File: src/rtl/rbc_pkg.sv
package rbc_pkg;

  typedef enum logic [1:0] {
    PH_LOAD = 2'd0,
    PH_TAIL = 2'd1,
    PH_DONE = 2'd2
  } rbc_phase_e;

  localparam int unsigned RBC_CRC_W   = 16;
  localparam logic [15:0] RBC_POLY    = 16'h1021;
  localparam int unsigned RBC_TAIL_N  = 11;

endpackage

File: src/rtl/rbc_crc_reg.sv
module rbc_crc_reg #(
  parameter int unsigned    W    = 16,
  parameter logic [W-1:0]   POLY = 16'h1021,
  parameter logic [W-1:0]   INIT = '0
) (
  input  logic clk,
  input  logic rst_n,
  input  logic clr,
  input  logic feed_en,
  input  logic feed_bit,
  input  logic shift_en,
  output logic msb
);

  logic [W-1:0] rem_q;
  logic [W-1:0] rem_feed;
  logic [W-1:0] rem_shift;
  logic         fb;

  assign fb = rem_q[W-1] ^ feed_bit;

  // one Galois stage per remainder bit; taps chosen by POLY
  for (genvar i = 0; i < int'(W); i++) begin : g_stage
    if (i == 0) begin : g_lsb
      assign rem_feed[i]  = fb & POLY[i];
      assign rem_shift[i] = 1'b0;
    end else begin : g_upper
      assign rem_feed[i]  = rem_q[i-1] ^ (fb & POLY[i]);
      assign rem_shift[i] = rem_q[i-1];
    end
  end

  always_ff @(posedge clk) begin
    if (!rst_n || clr) begin
      rem_q <= INIT;
    end else if (feed_en) begin
      rem_q <= rem_feed;
    end else if (shift_en) begin
      rem_q <= rem_shift;
    end
  end

  assign msb = rem_q[W-1];

endmodule

File: src/rtl/rbc_seq.sv
module rbc_seq
  import rbc_pkg::*;
#(
  parameter int unsigned TAIL_N = 11
) (
  input  logic       clk,
  input  logic       rst_n,
  input  logic       clr,
  input  logic       mode_in,
  input  logic       last_acc,
  input  logic       tail_acc,
  output rbc_phase_e phase,
  output logic       mode_q
);

  localparam int unsigned CNT_W = $clog2(TAIL_N + 1);
  localparam logic [CNT_W-1:0] LAST_IDX = CNT_W'(TAIL_N - 1);

  rbc_phase_e       phase_q;
  logic [CNT_W-1:0] cnt_q;

  always_ff @(posedge clk) begin
    if (!rst_n) begin
      phase_q <= PH_LOAD;
      cnt_q   <= '0;
      mode_q  <= 1'b0;
    end else if (clr) begin
      phase_q <= PH_LOAD;
      cnt_q   <= '0;
      mode_q  <= mode_in;
    end else begin
      unique case (phase_q)
        PH_LOAD: begin
          if (last_acc) begin
            phase_q <= PH_TAIL;
            cnt_q   <= '0;
          end
        end
        PH_TAIL: begin
          if (tail_acc) begin
            if (cnt_q == LAST_IDX) begin
              phase_q <= PH_DONE;
            end
            cnt_q <= cnt_q + 1'b1;
          end
        end
        default: begin
          phase_q <= PH_DONE;
        end
      endcase
    end
  end

  assign phase = phase_q;

endmodule

File: src/rtl/rbc_cmp.sv
module rbc_cmp (
  input  logic clk,
  input  logic rst_n,
  input  logic clr,
  input  logic cmp_en,
  input  logic rx_bit,
  input  logic ref_bit,
  output logic mismatch
);

  always_ff @(posedge clk) begin
    if (!rst_n || clr) begin
      mismatch <= 1'b0;
    end else if (cmp_en && (rx_bit != ref_bit)) begin
      mismatch <= 1'b1;
    end
  end

endmodule

File: src/rtl/rb_crc11_unit.sv
module rb_crc11_unit
  import rbc_pkg::*;
#(
  parameter int unsigned  CRC_W  = RBC_CRC_W,
  parameter logic [15:0]  POLY   = RBC_POLY,
  parameter int unsigned  TAIL_N = RBC_TAIL_N
) (
  input  logic clk,
  input  logic rst_n,
  input  logic clr,
  input  logic mode_chk,
  input  logic in_valid,
  output logic in_ready,
  input  logic in_bit,
  input  logic in_last,
  output logic out_valid,
  input  logic out_ready,
  output logic out_bit,
  input  logic chk_valid,
  output logic chk_ready,
  input  logic chk_bit,
  output logic busy,
  output logic result_valid,
  output logic mismatch
);

  rbc_phase_e phase;
  logic       mode_q;
  logic       msb;
  logic       in_acc;
  logic       out_acc;
  logic       chk_acc;
  logic       tail_acc;

  assign in_ready     = (phase == PH_LOAD);
  assign busy         = (phase == PH_TAIL);
  assign out_valid    = busy & ~mode_q;
  assign chk_ready    = busy & mode_q;
  assign result_valid = (phase == PH_DONE) & mode_q;
  assign out_bit      = msb;

  assign in_acc   = in_valid & in_ready;
  assign out_acc  = out_valid & out_ready;
  assign chk_acc  = chk_valid & chk_ready;
  assign tail_acc = out_acc | chk_acc;

  rbc_crc_reg #(
    .W    (CRC_W),
    .POLY (POLY[CRC_W-1:0]),
    .INIT ('0)
  ) u_crc (
    .clk      (clk),
    .rst_n    (rst_n),
    .clr      (clr),
    .feed_en  (in_acc),
    .feed_bit (in_bit),
    .shift_en (tail_acc),
    .msb      (msb)
  );

  rbc_seq #(
    .TAIL_N (TAIL_N)
  ) u_seq (
    .clk      (clk),
    .rst_n    (rst_n),
    .clr      (clr),
    .mode_in  (mode_chk),
    .last_acc (in_acc & in_last),
    .tail_acc (tail_acc),
    .phase    (phase),
    .mode_q   (mode_q)
  );

  rbc_cmp u_cmp (
    .clk      (clk),
    .rst_n    (rst_n),
    .clr      (clr),
    .cmp_en   (chk_acc),
    .rx_bit   (chk_bit),
    .ref_bit  (msb),
    .mismatch (mismatch)
  );

endmodule

File: config.mk
export PLATFORM = sky130hd
export DESIGN_NAME = rb_crc11_unit
export DESIGN_NICKNAME = d
export VERILOG_FILES = /design/src/rtl/rbc_pkg.sv /design/src/rtl/rbc_crc_reg.sv /design/src/rtl/rbc_seq.sv /design/src/rtl/rbc_cmp.sv /design/src/rtl/rb_crc11_unit.sv
export SDC_FILE = /design/constraint.sdc
export NUM_CORES = 1
export LEC_CHECK = 0
export BUFFER_PORTS_ARGS = -buffer_cell sky130_fd_sc_hd__buf_2
export CORE_AREA = 4 4 49 51
export CTS_BUF_LIST = sky130_fd_sc_hd__clkbuf_16
export DETAILED_ROUTE_END_ITERATION = 10
export DIE_AREA = 0 0 53 55
export PLACE_DENSITY = 0.77
export SYNTH_ARGS = -nofsm -noshare
export SYNTH_HDL_FRONTEND = slang
export SYNTH_SLANG_ARGS = --single-unit
File: constraint.sdc
create_clock -name clk -period 2.6 [get_ports clk]
set_input_delay 0.13 -clock clk [delete_from_list [all_inputs] [get_ports clk]]
set_output_delay 0.13 -clock clk [all_outputs]
set_load 0.02 [all_outputs]
==> metrics.txt <==
# TYPE chip_impl_metric gauge
chip_impl_metric{name="placementRows",unit=""} 16
chip_impl_info{name="worst_hold_path.endpoint",value="u_seq.mode_q"} 1
chip_impl_metric{name="die_area",unit="um^2"} 2915
chip_impl_metric{name="postSynthAreaPerCell",unit="um^2"} 9.564
chip_impl_metric{name="net_switching_power_of_the_design",unit="mW"} 0.1667
chip_impl_metric{name="regToRegSetupSlack",unit="ns"} 0.77
chip_impl_info{name="hold_path.startpoint",value="rst_n"} 1
chip_impl_metric{name="port_buffers",unit=""} 16
chip_impl_info{name="worst_hold_path_type",value="input port to flip-flop"} 1
chip_impl_info{name="cp_cell_sequence",value="nor2_1 -> a211oi_4 -> o221a_2"} 1
chip_impl_metric{name="synth-seq-area-share",unit="%"} 43.69
chip_impl_metric{name="vdd_drop_max",unit="uV"} 490.6
chip_impl_metric{name="met1_length",unit="um"} 1000
chip_impl_metric{name="die_y",unit="um"} 55
chip_impl_metric{name="finish.utilization",unit="%"} 65.46
chip_impl_metric{name="antennaDiodeCount",unit=""} 0
chip_impl_metric{name="via_count_normalized_by_instance_count",unit=""} 5.586
chip_impl_metric{name="maximum_net_fanout_on_the_critical_path",unit=""} 13
chip_impl_metric{name="layout-drive-gt1-share",unit="%"} 18.46
chip_impl_metric{name="worst_ep_arrival_time",unit="ns"} 2.03
chip_impl_metric{name="max_slew.worst_pin.slew",unit="ns"} 0.7920
chip_impl_metric{name="cts.clk_slew.worst_paths",unit="ns"} 0.06
chip_impl_metric{name="pwrdens",unit="nW/um^2"} 607.4
chip_impl_metric{name="drv_cap",unit=""} 0
chip_impl_metric{name="globalRouteTotalUtil",unit="%"} 17.11
chip_impl_metric{name="detail_route.first_pass.iterations",unit=""} 4
chip_impl_info{name="critical_path.reg2reg.endpoint",value="u_crc.rem_q[12]"} 1
chip_impl_info{name="cpLargestDelayFamily",value="compound AO/OA/AOI/OAI gates"} 1
chip_impl_metric{name="power.sequential.fraction",unit="%"} 48.8
chip_impl_info{name="timing.critical_path.to_type",value="flip-flop"} 1
chip_impl_info{name="critical_path.startpoint_type",value="flip-flop"} 1
chip_impl_metric{name="cts_post_setup_buffers_inserted",unit=""} 0
chip_impl_info{name="critical_path.slowest_cell",value="sky130_fd_sc_hd__a211oi_4"} 1
chip_impl_metric{name="worst_ep_required_time",unit="ns"} 2.80
chip_impl_metric{name="routed-via-count",unit=""} 877
chip_impl_metric{name="met3_wirelength",unit="um"} 83
chip_impl_metric{name="final_period_minus_worst_setup_slack",unit="ns"} 1.831
chip_impl_metric{name="power.share.combinational",unit="%"} 8.4
chip_impl_metric{name="die_boundary_width",unit="um"} 53
chip_impl_metric{name="final_max_slew_viol_count",unit=""} 0
chip_impl_metric{name="cts_max_level",unit=""} 1
chip_impl_metric{name="fin_nets",unit=""} 143
chip_impl_metric{name="power_switching_share",unit="%"} 21.59
chip_impl_metric{name="drt-initial-drc-count",unit=""} 25
chip_impl_metric{name="timing.setup.tns",unit="ns"} 0
chip_impl_metric{name="route.met2.wl",unit="um"} 969
chip_impl_metric{name="clock-skew-final",unit="ns"} 0.001523
chip_impl_metric{name="global_route.overflow_total",unit=""} 0
chip_impl_info{name="dominantRegCellSynth",value="sky130_fd_sc_hd__dfxtp_1"} 1
chip_impl_metric{name="antenna_found_initial",unit=""} 0
chip_impl_metric{name="internal-power",unit="mW"} 0.6054
chip_impl_metric{name="dp_hpwl",unit="um"} 1432
chip_impl_metric{name="insertion_delay_to_the_later_sink_of_the_worst_skew_pair",unit="ns"} 0.25
chip_impl_metric{name="wire_per_inst",unit="um"} 13.30
chip_impl_metric{name="hold_viol",unit=""} 0
chip_impl_metric{name="path_buf_inv",unit=""} 0
chip_impl_info{name="reg2reg_launch_point",value="u_seq.phase[0]"} 1
chip_impl_metric{name="timing.hold.ws",unit="ns"} 0.1236
chip_impl_metric{name="synth_cells",unit=""} 115
chip_impl_metric{name="timing.hold.worst_path_depth",unit=""} 2
chip_impl_metric{name="grt_max_degree",unit=""} 21
chip_impl_metric{name="post-layout-total-power",unit="mW"} 0.7721
chip_impl_metric{name="post_cts_hold_buffer_count",unit=""} 0
chip_impl_metric{name="synth.distinct_cells",unit=""} 34
chip_impl_metric{name="detailed_route_wl",unit="um"} 2088
chip_impl_metric{name="syn-cell-area",unit="um^2"} 1100
chip_impl_metric{name="ff2ff_path_depth",unit=""} 3
chip_impl_metric{name="tritoncts.num_buffers",unit=""} 3
chip_impl_metric{name="final_min_period_over_clock_period",unit="%"} 70.42
chip_impl_metric{name="area.growth.synth_to_final",unit="%"} 15.59
chip_impl_metric{name="synth_enable_flop_cells",unit=""} 0
chip_impl_metric{name="nFillCells",unit=""} 176
chip_impl_info{name="cts_root_buf",value="sky130_fd_sc_hd__clkbuf_16"} 1
chip_impl_metric{name="report.final.setup_viol",unit=""} 0
chip_impl_metric{name="grt_first_pass_wirelength",unit="um"} 3601
chip_impl_metric{name="initial_utilization",unit="%"} 56.64
chip_impl_metric{name="place_congestion",unit=""} 0.8356
chip_impl_info{name="worstSetupPathType",value="flip-flop to flip-flop"} 1
chip_impl_metric{name="yosysWarnings",unit=""} 0
chip_impl_metric{name="max_slew_margin",unit="%"} 47.03
chip_impl_info{name="rsz0062_at_grt",value="false"} 1
chip_impl_metric{name="ios",unit=""} 17
chip_impl_metric{name="grt_pass1_vias",unit=""} 822
chip_impl_metric{name="cts.path.max_buffers",unit=""} 2
chip_impl_metric{name="cts_sinks",unit=""} 24
chip_impl_metric{name="async_flop_share",unit="%"} 0
chip_impl_metric{name="core_region_area",unit="um^2"} 1942
chip_impl_metric{name="max_freq",unit="MHz"} 546.2
chip_impl_metric{name="postRouteAntennaNets",unit=""} 0
chip_impl_metric{name="flops_latches_synth",unit=""} 24
chip_impl_info{name="top_signal_layer_used",value="met4"} 1
chip_impl_metric{name="cp_slowest_stage_delay",unit="ns"} 0.71
chip_impl_metric{name="static_leak",unit="nW"} 0.5255
chip_impl_metric{name="post_cts_resized",unit=""} 0
chip_impl_metric{name="drc_errors",unit=""} 0
chip_impl_metric{name="clock_power_share",unit="%"} 42.8
chip_impl_info{name="outcome",value="finished clean"} 1
chip_impl_metric{name="synth.net_count",unit=""} 127
chip_impl_info{name="tritoncts",value="yes"} 1
## Yosys cell counts (all sizes together), types with 2 or more instances
library cell / n / area share (%)
nor2: 6 / 2.0
a31oi: 2 / 1.1
nor2b: 2 / 1.1
buf: 3 / 1.9
nand2b: 2 / 1.1
ha: 2 / 2.3
a21oi: 3 / 1.4
or4: 2 / 1.4
o211ai: 5 / 3.4
clkbuf: 4 / 1.4
mux2i: 15 / 14
o21ai: 3 / 1.4
inv: 4 / 1.4
dfxtp: 24 / 44
nand4: 2 / 1.1
or3: 2 / 1.1
xor2: 3 / 2.4
nand2: 17 / 5.8
## per-layer routing
layer	vias up	global-route usage, %
li1	443	-
met4	0	8.511
met3	5	4.290
met1	411	22.53
met2	18	26.03
met5	-	0
## logic make-up after synthesis
family | after synthesis | share of synthesized area, %
AOI/OAI and AO/OA | 21 | 15.02
xor gates and xnor gates | 3 | 2.390
adders and majority gates | 2 | 2.275
buffers and inverters | 11 | 4.664
DFF | 24 | 43.69
muxes | 15 | 13.99
and+or+nand+nor | 39 | 17.97
## placed cells by master (no fill, tap or decap), types with 4 or more instances in the layout
| cell | n |
|---|---|
| sky130_fd_sc_hd__nand2_1 | 17 |
| sky130_fd_sc_hd__o211ai_1 | 5 |
| sky130_fd_sc_hd__inv_1 | 4 |
| sky130_fd_sc_hd__mux2i_1 | 14 |
| sky130_fd_sc_hd__buf_2 | 16 |
| sky130_fd_sc_hd__nor2_1 | 6 |
| sky130_fd_sc_hd__dfxtp_1 | 24 |
## how the worst max path moves through the flow
stage	startpoint	endpoint	slack [ns]	depth (start not counted)
6_report	u_seq.phase[0]	u_crc.rem_q[12]	0.77	3
5_1_grt	u_seq.phase[0]	u_crc.rem_q[0]	0.60	3
4_1_cts	u_seq.phase[0]	u_crc.rem_q[12]	0.79	3
3_5_place_dp	u_seq.mode_q	u_crc.rem_q[12]	0.85	4
3_3_place_gp	u_seq.mode_q	u_crc.rem_q[12]	0.88	4
2_1_floorplan	u_seq.phase[1]	u_crc.rem_q[5]	1.22	4
## registers in the layout, indices dropped and copies added (netlist names)
name / flops
u_seq.phase: 2
u_seq.mode_q: 1
u_crc.rem_q: 16
u_seq.cnt_q: 4
u_cmp.mismatch: 1
## cell type report
type                    count  area, um^2  share of cell area [%]
inverters                   4       15.01                   1.181
multi-input cells          80       568.0                   44.69
flip-flops and latches     24       480.5                   37.80
clock buffers               3       75.07                   5.906
well taps                  27       33.78                   2.657
clock inverters             1       3.754                  0.2953
repair buffers             18       95.09                   7.480
## power groups by stage
stage | registers, mW | logic [mW] | clock network [mW]
4_1_cts | 0.377 | 0.0646 | 0.336
2_1_floorplan | 0.383 | 0.0484 | 0
5_1_grt | 0.377 | 0.0714 | 0.352
6_report | 0.377 | 0.0649 | 0.330
3_3_place_gp | 0.385 | 0.0627 | 0
3_5_place_dp | 0.385 | 0.0640 | 0
## metrics by stage
stage / instance area [um^2] / worst slack (ns) / std cells
floorplan: 1100 / 1.221 / 115
CTS: 1271 / 0.7900 / 157
detailed placement: 1192 / 0.8498 / 153
finish: 1271 / 0.7691 / 157
global route: 1271 / 0.6000 / 157
global placement: 1192 / 0.8831 / 153
Power figures use the tool's default switching activity.
